**src/rtl/dbgseq_pkg.sv**
```systemverilog
package dbgseq_pkg;
  localparam int unsigned ST_W   = 3;
  localparam int unsigned CODE_W = 4;

  typedef enum logic [ST_W-1:0] {
    ST_IDLE = 3'd0,
    ST_S1   = 3'd1,
    ST_S2   = 3'd2,
    ST_S3   = 3'd3,
    ST_FIN  = 3'd4
  } seq_state_e;

  // Target of one channel under a state's code; ST_IDLE means "no effect".
  function automatic seq_state_e route(seq_state_e st, logic [CODE_W-1:0] code, int ch);
    seq_state_e r;
    r = ST_IDLE;
    unique case (st)
      ST_S1: begin
        case (code)
          4'd1:  if (ch == 0) r = ST_S2;
          4'd2:  if (ch == 1) r = ST_S3;
          4'd3:  if (ch == 2) r = ST_S3;
          4'd4:  if (ch == 3) r = ST_S3;
          4'd5:  begin if (ch == 0) r = ST_S2; if (ch == 1) r = ST_S3; end
          4'd6:  begin if (ch == 0) r = ST_S2; if (ch == 2) r = ST_S3; end
          4'd7:  begin if (ch == 1) r = ST_S2; if (ch == 3) r = ST_S3; end
          4'd8:  if (ch == 0) r = ST_FIN;
          4'd9:  begin if (ch == 1) r = ST_S3; if (ch == 0) r = ST_FIN; end
          4'd10: begin if (ch == 2) r = ST_S3; if (ch == 0) r = ST_FIN; end
          4'd11: begin if (ch == 3) r = ST_S3; if (ch == 1) r = ST_FIN; end
          4'd12: r = ST_S2;
          4'd13: r = ST_S3;
          default: r = ST_IDLE;
        endcase
      end
      ST_S2: begin
        case (code)
          4'd1: if (ch == 0) r = ST_S1;
          4'd2: if (ch == 1) r = ST_S3;
          4'd3: if (ch == 2) r = ST_FIN;
          4'd4: if (ch == 3) r = ST_S3;
          4'd5: r = ST_S1;
          4'd6: r = ST_S3;
          4'd7: if (ch != 3) r = ST_S3;
          4'd8: begin if (ch == 0) r = ST_S3; if (ch == 1) r = ST_FIN; end
          4'd9: begin if (ch == 2) r = ST_S1; if (ch == 3) r = ST_FIN; end
          default: r = ST_IDLE;
        endcase
      end
      ST_S3: begin
        case (code)
          4'd1: if (ch == 0) r = ST_FIN;
          4'd2: if (ch == 1) r = ST_FIN;
          4'd3: if (ch == 2) r = ST_FIN;
          4'd4: if (ch == 3) r = ST_FIN;
          4'd5: r = ST_FIN;
          4'd6: r = ST_S1;
          4'd7: begin if (ch == 0) r = ST_S2; if (ch == 1) r = ST_FIN; end
          default: r = ST_IDLE;
        endcase
      end
      default: r = ST_IDLE;
    endcase
    return r;
  endfunction
endpackage

```
**src/rtl/dbgseq_code_regs.sv**
```systemverilog
module dbgseq_code_regs
  import dbgseq_pkg::*;
#(
  parameter int unsigned N_REGS = 3,
  parameter int unsigned SEL_W  = 2
) (
  input  logic                           clk,
  input  logic                           rst_n,
  input  logic                           armed_i,
  input  logic                           wr_en_i,
  input  logic [SEL_W-1:0]               wr_sel_i,
  input  logic [CODE_W-1:0]              wr_code_i,
  output logic [N_REGS-1:0][CODE_W-1:0]  code_o
);
  logic [N_REGS-1:0][CODE_W-1:0] code_q;

  for (genvar g = 0; g < N_REGS; g++) begin : g_reg
    logic ld;
    assign ld = wr_en_i && !armed_i && (wr_sel_i == SEL_W'(g + 1));
    always_ff @(posedge clk or negedge rst_n) begin
      if (!rst_n)  code_q[g] <= '0;
      else if (ld) code_q[g] <= wr_code_i;
    end
  end

  assign code_o = code_q;

  // armed sequencer must see frozen codes
  a_r3_locked_when_armed: assert property (@(posedge clk) disable iff (!rst_n)
    armed_i |=> $stable(code_q));
endmodule

```
**src/rtl/dbgseq_route.sv**
```systemverilog
module dbgseq_route
  import dbgseq_pkg::*;
#(
  parameter int unsigned N_CH   = 4,
  parameter int unsigned N_REGS = 3
) (
  input  seq_state_e                       state_i,
  input  logic [N_REGS-1:0][CODE_W-1:0]    code_i,
  input  logic [N_CH-1:0]                  eff_i,
  output logic [N_CH-1:0][ST_W-1:0]        tgt_o,
  output logic [N_CH-1:0]                  hit_o,
  output logic [N_CH-1:0]                  fin_o
);
  logic [CODE_W-1:0] cur_code;

  always_comb begin
    cur_code = '0;
    if (state_i == ST_S1) cur_code = code_i[0];
    if (state_i == ST_S2) cur_code = code_i[1];
    if (state_i == ST_S3) cur_code = code_i[2];
  end

  for (genvar g = 0; g < N_CH; g++) begin : g_ch
    seq_state_e t;
    assign t        = route(state_i, cur_code, g);
    assign tgt_o[g] = t;
    assign hit_o[g] = eff_i[g] && (t != ST_IDLE);
    assign fin_o[g] = eff_i[g] && (t == ST_FIN);
  end
endmodule

```
**src/rtl/dbgseq_pick.sv**
```systemverilog
module dbgseq_pick
  import dbgseq_pkg::*;
#(
  parameter int unsigned N_CH = 4
) (
  input  logic [N_CH-1:0][ST_W-1:0] tgt_i,
  input  logic [N_CH-1:0]           hit_i,
  input  logic [N_CH-1:0]           fin_i,
  output logic                      valid_o,
  output logic [ST_W-1:0]           tgt_o
);
  always_comb begin
    valid_o = 1'b0;
    tgt_o   = ST_IDLE;
    for (int i = N_CH - 1; i >= 0; i--) begin
      if (hit_i[i]) begin
        valid_o = 1'b1;
        tgt_o   = tgt_i[i];
      end
    end
    if (|fin_i) tgt_o = ST_FIN;
  end
endmodule

```
**src/rtl/dbg_trig_seq.sv**
```systemverilog
module dbg_trig_seq
  import dbgseq_pkg::*;
#(
  parameter int unsigned N_CH   = 4,
  parameter int unsigned N_REGS = 3,
  parameter int unsigned SEL_W  = 2
) (
  input  logic              clk,
  input  logic              rst_n,
  input  logic              arm_i,
  input  logic [N_CH-1:0]   match_i,
  input  logic [N_CH-1:0]   match_en_i,
  input  logic              wr_en_i,
  input  logic [SEL_W-1:0]  wr_sel_i,
  input  logic [CODE_W-1:0] wr_code_i,
  output logic [ST_W-1:0]   state_o,
  output logic              armed_o,
  output logic              trig_o
);
  seq_state_e                     state_q, state_nx;
  logic                           trig_q, trig_nx;
  logic [N_CH-1:0]                eff;
  logic [N_REGS-1:0][CODE_W-1:0]  codes;
  logic [N_CH-1:0][ST_W-1:0]      tgts;
  logic [N_CH-1:0]                hits, fins;
  logic                           pick_vld;
  logic [ST_W-1:0]                pick_tgt;
  logic                           working;

  assign eff     = match_i & match_en_i;
  assign working = (state_q == ST_S1) || (state_q == ST_S2) || (state_q == ST_S3);

  dbgseq_code_regs #(.N_REGS(N_REGS), .SEL_W(SEL_W)) u_regs (
    .clk(clk), .rst_n(rst_n), .armed_i(armed_o), .wr_en_i(wr_en_i),
    .wr_sel_i(wr_sel_i), .wr_code_i(wr_code_i), .code_o(codes));

  dbgseq_route #(.N_CH(N_CH), .N_REGS(N_REGS)) u_route (
    .state_i(state_q), .code_i(codes), .eff_i(eff),
    .tgt_o(tgts), .hit_o(hits), .fin_o(fins));

  dbgseq_pick #(.N_CH(N_CH)) u_pick (
    .tgt_i(tgts), .hit_i(hits), .fin_i(fins), .valid_o(pick_vld), .tgt_o(pick_tgt));

  always_comb begin
    state_nx = state_q;
    if (!arm_i)                          state_nx = ST_IDLE;
    else if (state_q == ST_IDLE)         state_nx = ST_S1;
    else if (working && pick_vld)        state_nx = seq_state_e'(pick_tgt);
    trig_nx = (state_nx == ST_FIN) && (state_q != ST_FIN);
  end

  always_ff @(posedge clk or negedge rst_n) begin
    if (!rst_n) begin
      state_q <= ST_IDLE;
      trig_q  <= 1'b0;
    end else begin
      state_q <= state_nx;
      trig_q  <= trig_nx;
    end
  end

  assign state_o = state_q;
  assign armed_o = (state_q != ST_IDLE);
  assign trig_o  = trig_q;

  a_r2_disarm_to_idle: assert property (@(posedge clk) disable iff (!rst_n)
    !arm_i |=> state_o == ST_IDLE);
  a_r2_arm_to_s1: assert property (@(posedge clk) disable iff (!rst_n)
    (state_o == ST_IDLE && arm_i) |=> state_o == ST_S1);
  a_r8_quiet_holds: assert property (@(posedge clk) disable iff (!rst_n)
    (working && arm_i && !(|eff)) |=> $stable(state_o));
  a_r10_final_holds: assert property (@(posedge clk) disable iff (!rst_n)
    (state_o == ST_FIN && arm_i) |=> state_o == ST_FIN);
  a_r10_trig_one_cycle: assert property (@(posedge clk) disable iff (!rst_n)
    trig_o |=> !trig_o);
  a_r10_trig_in_final: assert property (@(posedge clk) disable iff (!rst_n)
    trig_o |-> state_o == ST_FIN);
  a_r11_legal_state: assert property (@(posedge clk) disable iff (!rst_n)
    state_o <= ST_FIN);
endmodule

```
**config.mk**
```make
export PLATFORM = sky130hd
export DESIGN_NAME = dbg_trig_seq
export DESIGN_NICKNAME = d
export VERILOG_FILES = /design/src/rtl/dbgseq_pkg.sv /design/src/rtl/dbgseq_code_regs.sv /design/src/rtl/dbgseq_route.sv /design/src/rtl/dbgseq_pick.sv /design/src/rtl/dbg_trig_seq.sv
export SDC_FILE = /design/constraint.sdc
export NUM_CORES = 1
export LEC_CHECK = 0
export BUFFER_PORTS_ARGS = -buffer_cell sky130_fd_sc_hd__buf_4
export CAP_MARGIN = 40
export CORE_ASPECT_RATIO = 1.2
export CORE_MARGIN = 1
export CORE_UTILIZATION = 34
export CTS_CLUSTER_DIAMETER = 150
export CTS_CLUSTER_SIZE = 16
export DETAILED_ROUTE_END_ITERATION = 10
export HOLD_SLACK_MARGIN = 0.1
export SLEW_MARGIN = 10
export SYNTH_ARGS = -nofsm -noshare
export SYNTH_HDL_FRONTEND = slang
export SYNTH_HIERARCHICAL = 1
export SYNTH_SLANG_ARGS = --single-unit
```
**constraint.sdc**
```tcl
create_clock -name clk -period 5.25 [get_ports clk]
set_input_delay 1.3125 -clock clk [delete_from_list [all_inputs] [get_ports clk]]
set_output_delay 1.3125 -clock clk [all_outputs]
set_load 0.005 [all_outputs]
```
==> out/metrics.cfg, run 1 <==
[logic_synthesis]
synth_seq_area_share_pct=21.9
syn_area_sq_um=1830
synth_fp_nets=214
synth_cell_types=70
async_flop_share_pct=100
synth_enable_flop_cells=0
dominantRegCellSynth=dfrtp_1
synth.top_cell.area_share_pct=21.9
syn_area_per_cell_sq_um=9.33
ys_seq_elements=16
synth_top_area_cell=dfrtp_1
syn-instance-count=196
yosys_warnings=6
synth.area.top_cells=dfrtp_1, mux2_2, and2_1

[clock_network]
ctsResizeCount=0
postCtsHoldBufs=0
cts_setup_buffers=0
cts_inserted_buffers=3
tritoncts=yes
clock_latency_ps=250
clk_pin_slew_worst_paths_ps=60
cts_max_level=1
cts_num_sinks=16
clock_path_buffers=2
cts_root_buf=clkbuf_8

[placement]
place_area_sq_um=2030
post-place-ws_ps=1410
numPortBuffers=22
gp_congestion=0.871
placedCellCount=273
hpwl_microns=3650

[worst_setup_path]
reg2reg_depth=11
critPathMaxFanout=15
worstReg2RegEnd=trig_o
endpoint=trig_o
critPathKind=reg2reg
end_kind=flop
arrival_ps=4070
cp_data_required_time_ps=5410
start_kind=flop
r2r-start=state_o[1]
r2r_slack_ps=1350
startpoint=state_o[1]

[floorplanning]
rows=28
die-area_sq_um=5680
start_util_pct=36.3
ios=23
die_h_microns=82.4
design.core.area_sq_um=5040
die-width_microns=69.0

[drt]
routed_wl_microns=4640
drtIter0Drc=68
num_vias=1666
vias_per_cell=6.01
detail-route-antenna-nets=0
firstDrtPassIters=4
routedWlPerCell_microns=16.7
drc=0

[global_routing]
grt_max_degree=26
antenna_found_initial=0
overflow=0
grt_pass1_vias=1554
grt_pass1_wl_microns=7420
track_usage_pct=17.6

[layout]
syn_to_final_growth_pct=13.8
stdcell_area_sq_um=2080
multiInputGateArea_sq_um=1330
final_common_cell=buf_4
fill_cells=529
layout_common_cells=buf_4, dfrtp_1, mux2_2, nand2_1, and2_1
num_antenna_cells=0
final-instance-count-excl-fill=277
drive_above_1_share_pct=30.9
fin_util_pct=41.3
regArea_sq_um=400
nNetsFinal=236

[power]
p_leak_nw=0.814
vdd_ir_drop_max_v=0.000334
pwr_density_cell_nw_per_um2=589
total_power_mw=1.23

[hold_path]
hold_class=reg2reg
hp-start=u_regs/code_o[8]

[job]
cap_violations=0

[timing]
fmax_mhz=256
max_slew.worst_pin.slew_ps=814
fin_ws_ps=1350
finalHoldViolCount=0
finClkSkew_ps=1.34
timing.setup.tns_ps=0
drv_slew=0
finalSetupViolCount=0
fin_crit_ps=3900
relSlewSlack_pct=45.7
holdWs_ps=580
min_period_over_period_pct=74.3
rsz0062_at_grt=no

[run_status]
run_status=finished clean

## kinds of logic (layout without fill, tap and decap cells)
| logic type | Yosys count | after routing | share of synthesized area (%) |
|---|---|---|---|
| buf+inv | 11 | 32 | 5.27 |
| flops | 16 | 16 | 21.9 |
| mux | 23 | 23 | 15.4 |
| simple gates | 85 | 85 | 31.1 |
| xor+xnor | 2 | 2 | 0.958 |
| compound gates | 59 | 59 | 25.4 |
## per-layer routing
metal  GRT usage [%]  part of all wire (%)  routed length [microns]
met5               0                     0                        0
met4            9.59                   3.9                      179
met3            1.65                   3.5                      161
met2            29.2                    49                     2250
met1            22.1                    44                     2040
## flip-flops by register name, summed over array words and instances (netlist names)
| name | flops |
|---|---|
| u_regs/code_o | 12 |
| state_o | 3 |
| trig_o | 1 |
## critical path, cell delays in order (launching register included)
cell and delay, ps:
dfrtp_1 630, buf_4 330, mux2i_1 280, mux2_2 350
nor3_1 80, nand2b_1 160, a211o_1 300, o31a_1 320
or4_1 640, and3b_1 220, o221a_2 260, nor4_2 250
## layout make-up
cell class	count	share of cell area, %
Sequential cell	16	19.2
Inverter	3	0.541
Multi-Input combinational cell	169	64.0
Tap cell	60	3.61
Timing Repair Buffer	25	9.98
Clock buffer	4	2.64
## cell usage after synthesis (4+ instances only)
| library cell | n |
|---|---|
| a21oi_1 | 9 |
| a32o_1 | 5 |
| and2_1 | 10 |
| dfrtp_1 | 16 |
| mux2_2 | 13 |
| mux2i_1 | 6 |
| nand2_1 | 12 |
| nor2_1 | 9 |
| nor3_1 | 8 |
| nor4_1 | 4 |
| o21ai_0 | 9 |
| o31a_1 | 4 |
## how the worst min path moves through the flow
stage	slack [ps]	cells after the start	to
2_1_floorplan	530	1	u_regs/code_o[8]
3_3_place_gp	560	1	u_regs/code_o[8]
3_5_place_dp	560	1	u_regs/code_o[8]
4_1_cts	590	1	u_regs/code_o[8]
5_1_grt	620	1	u_regs/code_o[8]
6_report	580	1	u_regs/code_o[8]
## report_power, final
group          switching, mW  internal [mW]  total (mW)
Sequential             0.117          0.178       0.295
Combinational          0.444          0.375       0.820
Clock                 0.0454         0.0667       0.112
Total                  0.607          0.620        1.23
(Power assumes the default switching activity.)
==> run 2: changes to the inputs <==
--- a/config.mk
+++ b/config.mk
@@ -5,6 +5,7 @@
 export SDC_FILE = /design/constraint.sdc
 export NUM_CORES = 1
 export LEC_CHECK = 0
+export ABC_AREA = 1
 export BUFFER_PORTS_ARGS = -buffer_cell sky130_fd_sc_hd__buf_4
 export CAP_MARGIN = 40
 export CORE_ASPECT_RATIO = 1.2
==> constraint.sdc (replaced) <==
create_clock -name clk -period 4.04 [get_ports clk]
set_input_delay 1.01 -clock clk [delete_from_list [all_inputs] [get_ports clk]]
set_output_delay 1.01 -clock clk [all_outputs]
set_load 0.005 [all_outputs]
==> run 2 against run 1 <==
Effect of this change: sequential share of layout area rose by 2.2 points; cell count rose by 29%; maximum frequency rose by 35%; routed wire length fell by 17%; via count rose by 1.7%; largest cell class unchanged.
==> out/metrics.cfg, run 2 <==
[timing]
drv_slew=0
finalSetupViolCount=0
rsz0062_at_grt=no
finalHoldViolCount=0
timing.setup.tns_ps=0
fmax_mhz=347
finClkSkew_ps=2.16
relSlewSlack_pct=70.1
min_period_over_period_pct=71.3
fin_ws_ps=1160
fin_crit_ps=2880
max_slew.worst_pin.slew_ps=448

[drt]
detail-route-antenna-nets=0
firstDrtPassIters=4
routed_wl_microns=3860
routedWlPerCell_microns=10.8
drc=0
vias_per_cell=4.75
drtIter0Drc=206
num_vias=1695

[logic_synthesis]
yosys_warnings=6
synth_enable_flop_cells=0
synth_xor_area_share_pct=0
synth_mux_area_share_pct=0
syn_area_sq_um=1600
synth_fp_nets=294
syn_area_per_cell_sq_um=5.80
synth_cell_types=26
dominantRegCellSynth=dfrtp_1
synth-compound-area-share_pct=8.60
async_flop_share_pct=100
yosys.area_share.adder_pct=0
synth.area.top_cells=dfrtp_1, nand2_1, nand3_1
synth.top_cell.area_share_pct=25.0
syn-instance-count=276
synth_top_family_by_area=simple AND/OR/NAND/NOR gates
synth_top_area_cell=dfrtp_1
ys_seq_elements=16
yosysMostFrequentCell=nand2_1
synth-simple-area-share_pct=54.9
synth_seq_area_share_pct=25.0
synth_commonest_cells=nand2_1, inv_1, nand3_1, nor2_1, dfrtp_1

[worst_setup_path]
end_kind=flop
startpoint=state_o[0]
crit_family=simple AND/OR/NAND/NOR gates
worst_path_most_repeated_cell=nand2_1
cp_slowest_cell=dfrtp_1
r2r-start=state_o[0]
r2r_slack_ps=1160
arrival_ps=3010
crit_path_max_incr_delay_ps=490
start_kind=flop
crit_path_cell_trace=inv_1, nor2_2, o21ai_0, a21oi_1, nor2_1, nand2_1, nand2_1, o21ai_1, nand3_1, nand2_1, nand2_1, inv_1, nand3_1, nand2_1, nand2_1, a21oi_1, nand3_1, nand4_1, nor2_2
critPathMaxFanout=8
reg2reg_depth=19
cp_data_required_time_ps=4170
endpoint=trig_o
path_depth=19
critPathKind=reg2reg
crit_buf_inv=2
worstReg2RegEnd=trig_o

[clock_network]
cts_max_level=1
clock_path_buffers=2
cts_root_buf=clkbuf_8
postCtsHoldBufs=0
tritoncts=yes
clock_latency_ps=240
cts_inserted_buffers=3
cts_setup_buffers=0
cts_num_sinks=16
ctsResizeCount=0
clk_pin_slew_worst_paths_ps=60

[power]
total_power_mw=0.457
pwr_density_cell_nw_per_um2=244
vdd_ir_drop_max_v=0.000192
p_leak_nw=1.12

[global_routing]
grt_max_degree=17
antenna_found_initial=0
overflow=0
grt_pass1_wl_microns=6960
track_usage_pct=17.1
grt_pass1_vias=1636

[layout]
drive_above_1_share_pct=18.3
syn_to_final_growth_pct=16.9
largest_reg_flops=12
layout_common_cells=nand2_1, inv_1, nand3_1, buf_4, nor2_1
fill_cells=477
final_common_cell=nand2_1
num_antenna_cells=0
stdcell_area_sq_um=1870
nNetsFinal=321
fin_util_pct=42.6

[placement]
post-place-ws_ps=1200
numPortBuffers=22
place_area_sq_um=1830
gp_congestion=0.892
hpwl_microns=3320

[job]
cap_violations=0

[floorplanning]
die-width_microns=64.6
design.core.area_sq_um=4390
die_h_microns=77.2
ios=23
rows=26
die-area_sq_um=4990
start_util_pct=36.4

[run_status]
run_status=finished clean

[hold_path]
hold_class=reg2reg

-- run 2: cell count changes after synthesis, moves of 6 or more --
cell	previous run	this run
and2_1	10	0
inv_1	3	41
mux2_2	13	0
mux2i_1	6	0
nand2_1	12	104
nand2_2	1	7
nand3_1	3	39
nor2_1	9	18
nor2_2	1	7
nor3_1	8	2
-- run 2: worst min path at each step --
stage	start	end	depth (start not counted)
5_1_grt	u_regs/code_o[5]	u_regs/code_o[5]	2
4_1_cts	u_regs/code_o[1]	u_regs/code_o[1]	2
3_5_place_dp	u_regs/code_o[1]	u_regs/code_o[1]	2
3_3_place_gp	u_regs/code_o[0]	u_regs/code_o[0]	2
2_1_floorplan	u_regs/code_o[1]	u_regs/code_o[1]	2
6_report	u_regs/code_o[5]	u_regs/code_o[5]	2
-- run 2: through the flow --
step	std cells	hold slack (ps)
floorplan	276	437
global placement	353	462
detailed placement	354	471
CTS	357	486
global route	357	505
finish	357	484
-- run 2: worst register-to-register path: stages, from the launching register on --
cell and delay (ps):
dfrtp_1 490, inv_1 180, nor2_2 170, o21ai_0 150, a21oi_1 280, nor2_1 120, nand2_1 80, nand2_1 70
o21ai_1 220, nand3_1 110, nand2_1 70, nand2_1 80, inv_1 120, nand3_1 80, nand2_1 70, nand2_1 50
a21oi_1 150, nand3_1 120, nand4_1 110, nor2_2 50
-- run 2: report_power, final --
part           switching (mW)  internal [mW]  total (mW)
Combinational          0.0889         0.0498       0.139
Clock                  0.0444         0.0657       0.110
Sequential             0.0203          0.188       0.208
-- run 2: kinds of logic (layout without fill, tap and decap cells) --
logic type,Yosys count,in the layout
compound gates,24,24
buf+inv,47,72
simple gates,189,189
flops,16,16
-- run 2: area by class of cell --
type                            instances  area (sq um)  area share (%)
Multi-Input combinational cell        213          1020            54.3
Sequential cell                        16           400            21.4
Inverter                               46           173            9.23
Timing Repair Buffer                   23           170            9.10
Tap cell                               56          70.1            3.75
Clock buffer                            3          41.3            2.21
-- run 2: metal layers --
metal,part of all wire [%],vias up,wire length (microns),track usage [%]
met5,0,-,0,0
met4,2.2,0,85,5.11
met3,2.4,10,94,0.893
met2,49,36,1910,30.6
met1,46,732,1770,21.6
li1,-,917,-,-
==> run 3: changes to the inputs <==
==> constraint.sdc (replaced) <==
create_clock -name clk -period 2.6 [get_ports clk]
set_input_delay 0.65 -clock clk [delete_from_list [all_inputs] [get_ports clk]]
set_output_delay 0.65 -clock clk [all_outputs]
set_load 0.005 [all_outputs]
==> run 3 against run 2 <==
Effect of this change: clock skew decreased by 1.7 ps; sequential power up 58%; clock-buffer cell count grew 1; die area unchanged; non-clock buffer count rose by 34; worst setup slack got worse by 1100 ps; cell count increased by 9.8%; total power is 80% higher; via count grew 10%; critical path type unchanged; critical endpoint unchanged.
==> out/metrics.cfg, run 3 (synthesis gave the netlist of run 2 again) <==
[timing]
rsz0062_at_grt=yes
min_period_over_period_pct=98.6
max_slew.worst_pin.slew_ps=324
fin_crit_ps=2560
finClkSkew_ps=0.454
drv_slew=0
finalSetupViolCount=0
relSlewSlack_pct=78.4
finalHoldViolCount=0
fmax_mhz=390
timing.setup.tns_ps=0

[drt]
drtIter0Drc=78
num_vias=1871
detail-route-antenna-nets=0
vias_per_cell=4.77
firstDrtPassIters=4
drc=0
routedWlPerCell_microns=12.0
routed_wl_microns=4710

[clock_network]
cts_max_level=1
clock_path_buffers=2
cts_inserted_buffers=3
tritoncts=yes
postCtsHoldBufs=0
cts_num_sinks=16
clk_pin_slew_worst_paths_ps=60
cts_root_buf=clkbuf_8
clock_latency_ps=240

[global_routing]
grt_max_degree=17
overflow=0
grt_pass1_wl_microns=7460
grt_pass1_vias=1783
antenna_found_initial=0
track_usage_pct=18.6

[job]
cap_violations=0

[worst_setup_path]
arrival_ps=2700
r2r_slack_ps=40
cp_data_required_time_ps=2740
start_kind=flop
critPathKind=reg2reg
critPathMaxFanout=5
worst_path_most_repeated_cell=nand2_2
end_kind=flop
cp_slowest_cell=dfrtp_2
crit_buf_inv=3
crit_family=simple AND/OR/NAND/NOR gates
crit_path_cell_trace=inv_4, nor2_4, nand3_2, nand2_2, nand2_4, nor2_4, buf_6, o21ai_1, nand2_1, nand2_2, nand3_2, nand2_2, nand2_2, buf_4, nand3_1, nand2_1, nand2_1, a21oi_2, nand3_2, nand4_1, nor2_2
crit_path_max_incr_delay_ps=450

[floorplanning]
rows=26
ios=23
start_util_pct=36.4
design.core.area_sq_um=4390
die_h_microns=77.2
die-width_microns=64.6
die-area_sq_um=4990

[layout]
largest_reg_flops=12
layout_common_cells=nand2_1, buf_4, inv_1, nand3_1, nand2_2
fin_util_pct=54.0
drive_above_1_share_pct=43.2
final_common_cell=nand2_1
num_antenna_cells=0
syn_to_final_growth_pct=48.1
nNetsFinal=355

[power]
pwr_density_cell_nw_per_um2=348
p_leak_nw=1.35
vdd_ir_drop_max_v=0.000300

[placement]
numPortBuffers=22
gp_congestion=0.918
hpwl_microns=3610

[run_status]
run_status=finished clean

[hold_path]
hold_class=in2async

==> run 3: metal layers <==
layer | share of wire, % | GRT usage [%] | routed length (microns)
met1 | 43 | 22.1 | 2040
met2 | 54 | 34.3 | 2560
met3 | 1.3 | 1.04 | 60
met4 | 1.0 | 6.44 | 48
met5 | 0 | 0 | 0
==> run 3: timing repair <==
item	CTS	global route
setup endpoints to repair	2	4
pin swaps	0	25
setup buffers	2	5
gates resized for setup	10	59
==> run 3: metrics by stage <==
step / setup slack, ps / instance area, sq um / cells / power, mW / hold WS, ps
after floorplan: 227 / 1600 / 276 / 0.468 / 354
after global placement: -122 / 2030 / 381 / 0.565 / 461
after detailed placement: -70.4 / 2030 / 381 / 0.566 / 465
after CTS: 7.06 / 2140 / 387 / 0.793 / 258
after global routing: -158 / 2370 / 392 / 0.882 / 259
final: 37.0 / 2370 / 392 / 0.824 / 256
==> run 3: area by class of cell <==
class / count / area, sq um
inverter: 46 / 175
multi-input combinational: 213 / 1230
timing repair buffer: 57 / 432
fill: 465 / 2020
sequential: 16 / 404
tap: 56 / 70.1
clock buffer: 4 / 55.1
==> run 3: power breakdown <==
part           switching, mW  total, mW  internal, mW
combinational          0.170      0.281         0.111
clock                 0.0800      0.214         0.134
sequential            0.0374      0.329         0.292
==> run 3: worst paths after layout <==
check                                  from               end  cells past startpoint
setup reg to reg                 state_o[1]            trig_o                     21
hold reg to reg            u_regs/code_o[4]  u_regs/code_o[4]                      2
hold / removal                        rst_n  u_regs/code_o[2]                      1
min in group clk           u_regs/code_o[4]  u_regs/code_o[4]                      2
setup / recovery                 state_o[1]            trig_o                     21
max in group asynchronous             rst_n        state_o[0]                      1
